$ cat config.mk
export PLATFORM = sky130hd
export DESIGN_NAME = opsh_operand_unit
export DESIGN_NICKNAME = d
export VERILOG_FILES = /design/src/rtl/opsh_pkg.sv /design/src/rtl/opsh_decode.sv /design/src/rtl/opsh_barrel.sv /design/src/rtl/opsh_operand_unit.sv
export SDC_FILE = /design/constraint.sdc
export NUM_CORES = 1
export LEC_CHECK = 0
export BUFFER_PORTS_ARGS = -buffer_cell sky130_fd_sc_hd__buf_2
export CAP_MARGIN = 20
export CORE_MARGIN = 2
export CORE_UTILIZATION = 35
export DETAILED_ROUTE_END_ITERATION = 8
export PLACE_DENSITY = 0.59
export SKIP_LAST_GASP = 1
export SYNTH_ARGS = -nofsm -noshare
export SYNTH_HDL_FRONTEND = slang
export SYNTH_SLANG_ARGS = --single-unit
$ cat constraint.sdc
create_clock -name vclk -period 10.9
set_clock_uncertainty 0.2 [all_clocks]
set_input_delay 2.18 -clock vclk [all_inputs]
set_output_delay 2.18 -clock vclk [all_outputs]
set_load 0.05 [all_outputs]
$ cat src/rtl/opsh_pkg.sv
package opsh_pkg;

  localparam int unsigned AMT_W   = 8;
  localparam int unsigned FIELD_W = 16;

  typedef enum logic [1:0] {
    SHK_LSL = 2'b00,
    SHK_LSR = 2'b01,
    SHK_ASR = 2'b10,
    SHK_ROR = 2'b11
  } shift_kind_e;

  typedef enum logic [1:0] {
    FMT_REG    = 2'b00,
    FMT_ROTIMM = 2'b01,
    FMT_HALF   = 2'b10,
    FMT_RSVD   = 2'b11
  } op_fmt_e;

  typedef struct packed {
    shift_kind_e      kind;
    logic [AMT_W-1:0] amt;
    logic             use_imm;
    logic             flag_en;
    logic             invalid;
    logic [3:0]       src_idx;
    logic [2:0]       dst_idx;
  } shift_ctl_t;

endpackage

$ cat src/rtl/opsh_decode.sv
module opsh_decode
  import opsh_pkg::*;
#(
  parameter int unsigned XLEN = 32
) (
  input  logic [1:0]         fmt_i,
  input  logic [FIELD_W-1:0] field_i,
  input  logic               allow_reg_amt_i,
  input  logic [XLEN-1:0]    amt_reg_i,
  input  logic               set_flags_i,
  output shift_ctl_t         ctl_o
);

  localparam int unsigned IMM_AMT_W = 5;
  localparam int unsigned PAD_W     = AMT_W - IMM_AMT_W;

  op_fmt_e fmt;
  logic    reg_amt_sel;

  assign fmt         = op_fmt_e'(fmt_i);
  assign reg_amt_sel = allow_reg_amt_i & field_i[4];

  always_comb begin
    ctl_o = '0;
    unique case (fmt)
      FMT_REG: begin
        ctl_o.kind    = shift_kind_e'(field_i[6:5]);
        ctl_o.amt     = reg_amt_sel ? amt_reg_i[AMT_W-1:0]
                                    : {{PAD_W{1'b0}}, field_i[11:7]};
        ctl_o.flag_en = set_flags_i;
        ctl_o.src_idx = field_i[3:0];
      end
      FMT_ROTIMM: begin
        ctl_o.kind    = SHK_ROR;
        ctl_o.amt     = {{(AMT_W-5){1'b0}}, field_i[11:8], 1'b0};
        ctl_o.use_imm = 1'b1;
      end
      FMT_HALF: begin
        ctl_o.kind    = shift_kind_e'(field_i[12:11]);
        ctl_o.amt     = {{PAD_W{1'b0}}, field_i[10:6]};
        ctl_o.invalid = (field_i[12:11] == 2'b11);
        ctl_o.flag_en = (field_i[12:11] != 2'b11);
        ctl_o.src_idx = {1'b0, field_i[5:3]};
        ctl_o.dst_idx = field_i[2:0];
      end
      default: begin
        ctl_o.invalid = 1'b1;
      end
    endcase
  end

  always_comb begin
    if (fmt == FMT_ROTIMM)
      a_r9_imm_flags_off: assert (!ctl_o.flag_en)
        else $error("immediate form enabled flag update");
    if (fmt == FMT_REG && !allow_reg_amt_i)
      a_r3_field_amount: assert (ctl_o.amt[AMT_W-1:IMM_AMT_W] == '0)
        else $error("register amount used while disallowed");
  end

endmodule

$ cat src/rtl/opsh_barrel.sv
module opsh_barrel
  import opsh_pkg::*;
#(
  parameter int unsigned XLEN = 32
) (
  input  shift_kind_e      kind_i,
  input  logic [AMT_W-1:0] amt_i,
  input  logic [XLEN-1:0]  val_i,
  output logic [XLEN-1:0]  res_o,
  output logic             cout_o,
  output logic             active_o
);

  localparam int unsigned LG = $clog2(XLEN);

  logic [2*XLEN:0]      lsl_w;
  logic [XLEN:0]        lsr_w;
  logic signed [XLEN:0] asr_w;
  logic [2*XLEN-1:0]    ror_w;
  logic [LG-1:0]        rot;

  always_comb begin
    lsl_w = {{(XLEN+1){1'b0}}, val_i} << amt_i;
    lsr_w = {val_i, 1'b0} >> amt_i;
    asr_w = $signed({val_i, 1'b0}) >>> amt_i;
    rot   = amt_i[LG-1:0];
    ror_w = {val_i, val_i} >> rot;
  end

  always_comb begin
    unique case (kind_i)
      SHK_LSL: begin res_o = lsl_w[XLEN-1:0]; cout_o = lsl_w[XLEN];   end
      SHK_LSR: begin res_o = lsr_w[XLEN:1];   cout_o = lsr_w[0];      end
      SHK_ASR: begin res_o = asr_w[XLEN:1];   cout_o = asr_w[0];      end
      default: begin res_o = ror_w[XLEN-1:0]; cout_o = ror_w[XLEN-1]; end
    endcase
  end

  assign active_o = |amt_i;

  always_comb begin
    if (!active_o)
      a_r7_zero_passthru: assert (res_o == val_i)
        else $error("zero amount altered the value");
    if (kind_i == SHK_LSR && amt_i > AMT_W'(XLEN))
      a_r8_lsr_clear: assert (res_o == '0 && !cout_o)
        else $error("long logical right shift left bits behind");
    if (kind_i == SHK_ASR && amt_i >= AMT_W'(XLEN))
      a_r8_asr_fill: assert (res_o == {XLEN{val_i[XLEN-1]}} && cout_o == val_i[XLEN-1])
        else $error("long arithmetic shift not sign filled");
  end

endmodule

$ cat src/rtl/opsh_operand_unit.sv
module opsh_operand_unit
  import opsh_pkg::*;
#(
  parameter int unsigned XLEN  = 32,
  parameter int unsigned IMM_W = 8
) (
  input  logic [1:0]         fmt_i,
  input  logic [FIELD_W-1:0] field_i,
  input  logic [XLEN-1:0]    reg_val_i,
  input  logic [XLEN-1:0]    amt_reg_i,
  input  logic               allow_reg_amt_i,
  input  logic               set_flags_i,
  output logic [XLEN-1:0]    operand_o,
  output logic               carry_o,
  output logic               carry_we_o,
  output logic               invalid_o,
  output logic [3:0]         src_idx_o,
  output logic [2:0]         dst_idx_o
);

  shift_ctl_t      ctl;
  logic [XLEN-1:0] shift_in;
  logic [XLEN-1:0] shift_res;
  logic            shift_cout;
  logic            shift_active;

  opsh_decode #(.XLEN(XLEN)) u_decode (
    .fmt_i           (fmt_i),
    .field_i         (field_i),
    .allow_reg_amt_i (allow_reg_amt_i),
    .amt_reg_i       (amt_reg_i),
    .set_flags_i     (set_flags_i),
    .ctl_o           (ctl)
  );

  assign shift_in = ctl.use_imm ? {{(XLEN-IMM_W){1'b0}}, field_i[IMM_W-1:0]}
                                : reg_val_i;

  opsh_barrel #(.XLEN(XLEN)) u_barrel (
    .kind_i   (ctl.kind),
    .amt_i    (ctl.amt),
    .val_i    (shift_in),
    .res_o    (shift_res),
    .cout_o   (shift_cout),
    .active_o (shift_active)
  );

  assign operand_o  = ctl.invalid ? '0 : shift_res;
  assign carry_o    = shift_cout & ~ctl.invalid;
  assign carry_we_o = ctl.flag_en & shift_active & ~ctl.invalid;
  assign invalid_o  = ctl.invalid;
  assign src_idx_o  = ctl.src_idx;
  assign dst_idx_o  = ctl.dst_idx;

  always_comb begin
    if (invalid_o)
      a_r11_invalid_quiet: assert (operand_o == '0 && !carry_we_o)
        else $error("invalid encoding produced output");
    if (fmt_i == 2'b00 && !set_flags_i)
      a_r6_no_flag_request: assert (!carry_we_o)
        else $error("carry written without request");
    if (fmt_i == 2'b01)
      a_r9_imm_no_carry: assert (!carry_we_o)
        else $error("immediate form wrote carry");
  end

endmodule

# After elaboration in Yosys (flattened, before gate mapping)
# Index checks and enable logic that the tools add are counted.
# Widths: inputs -> output; s select.
# totals
latchBits,0
reg_bits,0
memories,0
wordCells,30
out_inout_bits,42
mem_bits_ro,0
mem_bits_rw,0
# op_classes
n_reduce_logical,4
n_lt_le_gt_ge,0
n_eq_ne,6
n_div,0
n_mux,11
mul,0
n_shift,4
bitwise_logic,5
addsub,0
# op_table
op,count
$pmux 32 s3,1
$mux 32,2
$shr 64x5->32,1
$shl 32x8->33,1
$shr 33x8->33,1
$sshr 33x8->33,1
$pmux 10 s3,1
$mux 8,1
$pmux 4 s2,1
$reduce_or 8->1,1
$eq 2x2->1 const B,3
$and 1x1->1,4
$eq 2x1->1 const B,2
$logic_not 2->1,2
$pmux 1 s2,2
$mux 3,1
$pmux 1 s3,1
$ne 2x2->1 const B,1
$reduce_or 2->1,1
$mux 1,1
$not 1->1,1

# Longest topological paths before layout
# logic_depth
word_depth,6
mapped_depth,15
ltp_nobuf,9

# By module
# From an unflattened synthesis, not the netlist that was laid out.
# hier_totals
hier_cells,978
area_unflattened_um2,7419.6
# modules_own_cells
mod,area_per_inst_um2,cells_per_inst,instances
opsh_barrel,6546.3,857,1
opsh_operand_unit,519.2,72,1
opsh_decode,354.1,49,1

# Least setup slack after synthesis
# OpenSTA, ideal clock, no wires.
# synth_path
path_kind,input to output
start,input allow_reg_amt_i
end,output carry_we_o
t_required_ns,8.520
cell_stages,10
t_arrival_ns,5.895
path_slack_ns,2.625
path_buffers,4
cell_sequence,buf_6 -> buf_2 -> nand4b_1 -> a21oi_2 -> nor2_1 -> buf_2 -> buf_2 -> nand3_1 -> nor3_1 -> a2111oi_0
# synth_via
elab_chain_cells,6
# synth_rtl
item,line,source
start: declaration,opsh_operand_unit.sv:11,"input logic allow_reg_amt_i,"
$and 1x1->1,opsh_decode.sv:21,assign reg_amt_sel = allow_reg_amt_i & field_i[4];
$mux 8,opsh_decode.sv:28,ctl_o.amt = reg_amt_sel ? amt_reg_i[AMT_W-1:0]
$pmux 10 s3,opsh_decode.sv:25,unique case (fmt)
$reduce_or 8->1,opsh_barrel.sv:39,assign active_o = |amt_i;
$and 1x1->1 (2 in series),opsh_operand_unit.sv:50,assign carry_we_o = ctl.flag_en & shift_active & ~ctl.invalid;
end: declaration,opsh_operand_unit.sv:15,"output logic carry_we_o,"
# Every way passes these cells.

# Final worst setup path
# layout_path
start,input fmt_i[0]
end,output operand_o[4]
# layout_via
elab_chain_cells,6
elab_cells_between_ends,17
# layout_rtl
item,line,source
start: declaration,opsh_operand_unit.sv:7,"input logic [1:0] fmt_i,"
$eq 2x1->1,n/a,
$mux 1,opsh_decode.sv:25,
$mux 32,opsh_operand_unit.sv:36,"assign shift_in = ctl.use_imm ? {{(XLEN-IMM_W){1'b0}}, field_i[IMM_W-1:0]}"
$sshr 33x8->33 (tied with other cells),opsh_barrel.sv:25,"asr_w = $signed({val_i, 1'b0}) >>> amt_i;"
$pmux 32 s3,opsh_barrel.sv:31,unique case (kind_i)
$mux 32 *,opsh_operand_unit.sv:48,assign operand_o = ctl.invalid ? '0 : shift_res;
end: declaration,opsh_operand_unit.sv:13,"output logic [XLEN-1:0] operand_o,"
# Mark *: on every way between the ends. The rest lies on a longest branch, timed or not.

==> reports/metrics.cfg <==
[status]
outcome=finished clean

[detailed_routing]
drt-wirelength-per-cell_um=32.08
route.top_layer_used=met4
iteration_count_of_the_initial_detailed_routing_pass=6
detailedRoute.firstIterationViolations=2042
met3_wirelength_mm=5.833
wl_met1_mm=19.35
dr_wl_met2_mm=20.84
final_antenna_net_count=0
dr_total_vias=11420
vias_per_cell=7.534
routed_wirelength_mm=48.64
detailed_route_drc_error_count=0

[grt]
maximum_number_of_pins_on_one_net_before_global_route_repair=84
grt_antenna_before_repair=0
grt_pass1_vias=10350
grt-ovfl-total=0
groute.usage.overall=0.3938
wire_length_of_the_first_global_routing_pass_mm=71.03

[setup_path]
critical_path.cell_chain=buf_2 > nand2b_1 > and2_1 > a21oi_1 > nand3_1 > a21oi_1 > a211oi_1 > o21ai_0 > o2111ai_1 > a22o_1 > buf_2
cp_slowest_stage_delay_ps=800
cp-start-kind=input pin
critical-path-slowest-cell=a211oi_1
setup.worst_path.start=fmt_i[0]
setup.worst_path.end_class=output pin
cp_data_arrival_time_ps=6750
largest_fanout_on_the_critical_path=41
crit_end=operand_o[4]
crit_required_ps=8520
critical_setup_path_kind=in -> out

[floorplan]
core-area_sq_um=21960
start_util=0.3581
placement_rows=54
dieArea_sq_um=23680
fp.dieH_um=153.9
horiz_die_dim_um=153.9
ports_placed_on_the_boundary=126

[layout]
layout-area-overhead-vs-synth_pct=6.954
layout.sequential_cells=0
nets=1322
clock_buffers=0
insertedDiodeCount=0
final_layout_size_suffix_gt1_frac=0.1626
fillers=2470
register_area_sq_um=0

[sta]
final.setup.tns_ps=0
worst_slew_margin_rel=0.2542
setup_viol_count_final=0
finalWorstPathRequiredPeriod_ps=9131
hold_violations=0
final-max-slew-violation-count=0
final_min_period_over_clock_period=0.8377
grt_setup_unrepaired=no
tightestPinTransition_ps=1119
hold-worst-slack_ps=4598
timing.fmax_ghz=0.1095

[placement]
gp_routability_congestion=1.062
portBuffers=99
dp.final_hpwl_mm=37.04

[yosys]
synth.yosys.warnings=0
synth.cell_area_sq_um=7863
ys_seq_area_frac=0
syn_avg_cell_area_sq_um=6.366
synth.lib_cells_used.distinct=83
synthesis.instances=1235
syn-num-nets=1319

[cts]
cts_hold_repair.buffers=0
post_cts.resized_instances=0
post_cts_repair_setup_buffers=0

[power]
seqPwrFrac=0
combinationalPowerShare=1.000
power.ir.vdd_worst_mv=0.03966
internal_power_uw=219.4
cellLeakagePower_nw=3.269
switching_share=0.7136
power.density_nw_per_um2=91.09
p_sw_uw=546.6
clkPwrFrac=0

[worst_hold_path]
hp-class=in -> out

[flow_run]
cap_viol_max_count=0

## placed cells by master, fill, tap and decap left out, drive strengths merged, types with 14 or more instances in the layout
cell	count
and3	22
nor2	77
o21ai	90
nor3	18
a32oi	17
and2	20
nand2	169
mux2i	61
a221oi	31
buf	132
a21oi	108
o22ai	20
a211oi	24
o2111ai	15
o211ai	55
a21o	17
o221ai	14
nand3	71
a31oi	38
mux2	30
## power groups by stage
stage	Clock (mW)	Combinational, mW	Sequential [mW]
floorplan	0	0.491	0
global placement	0	0.737	0
detailed placement	0	0.732	0
CTS	0	0.734	0
global route	0	0.794	0
finish	0	0.766	0
## per-stage QoR
step                worst slack [ps]  total power [mW]    util  instances  cell area (sq um)
floorplan                       2625            0.4914       -       1235               7863
global placement                2025            0.7369  0.3830       1516               8409
detailed placement              2100            0.7318  0.3830       1516               8409
CTS                             2086            0.7345  0.3830       1516               8409
global route                    1687            0.7936  0.3830       1516               8409
finish                          1769            0.7660  0.3830       1516               8409
## synthesized netlist by cell type (all sizes together) (14+ instances only)
master	count	area share
nand2	169	0.081
a21oi	108	0.069
o21ai	90	0.059
buf	82	0.056
nor2	77	0.037
nand3	71	0.046
mux2i	61	0.078
o211ai	55	0.053
clkbuf	49	0.023
a31oi	38	0.030
a221oi	31	0.040
mux2	30	0.043
a211oi	24	0.023
and3	22	0.018
and2	20	0.016
o22ai	20	0.016
nor3	18	0.013
a21o	17	0.016
a32oi	17	0.019
o2111ai	15	0.017
o221ai	14	0.016
## kinds of logic after synthesis
| group | count (synthesis) | synth area share |
|---|---|---|
| AO/OA/AOI/OAI | 545 | 0.4870 |
| AND/OR/NAND/NOR | 444 | 0.2750 |
| multiplexers | 102 | 0.1521 |
| buffers and inverters | 144 | 0.08593 |
## critical path: cells and delay by family
family / cells / cell delay (ps)
AO/OA/AOI/OAI: 6 / 2300
AND/OR/NAND/NOR: 3 / 1390
buffers and inverters: 2 / 850
## layer usage
layer	vias up	track usage
met5	-	0
met4	0	0.1531
met3	160	0.08061
met2	861	0.6107
met1	5503	0.5358
li1	4898	-
## final cells by class
cell class,count,area [sq um],area share
Tap cell,280,350.3,0.04166
Multi-Input combinational cell,1091,7229,0.8597
Inverter,13,48.80,0.005803
Timing Repair Buffer,132,780.7,0.09284
## worst min path at each step
| stage | from | endpoint | slack [ps] | cells past startpoint |
|---|---|---|---|---|
| after floorplan | field_i[0] | dst_idx_o[0] | 4440 | 1 |
| after detailed placement | field_i[0] | dst_idx_o[0] | 4590 | 3 |
| after global placement | field_i[0] | dst_idx_o[0] | 4590 | 3 |
| after global routing | field_i[0] | dst_idx_o[0] | 4610 | 3 |
| final | field_i[1] | dst_idx_o[1] | 4600 | 3 |
| after CTS | field_i[0] | dst_idx_o[0] | 4600 | 3 |
Note: power is estimated with default switching activity, not from simulation.
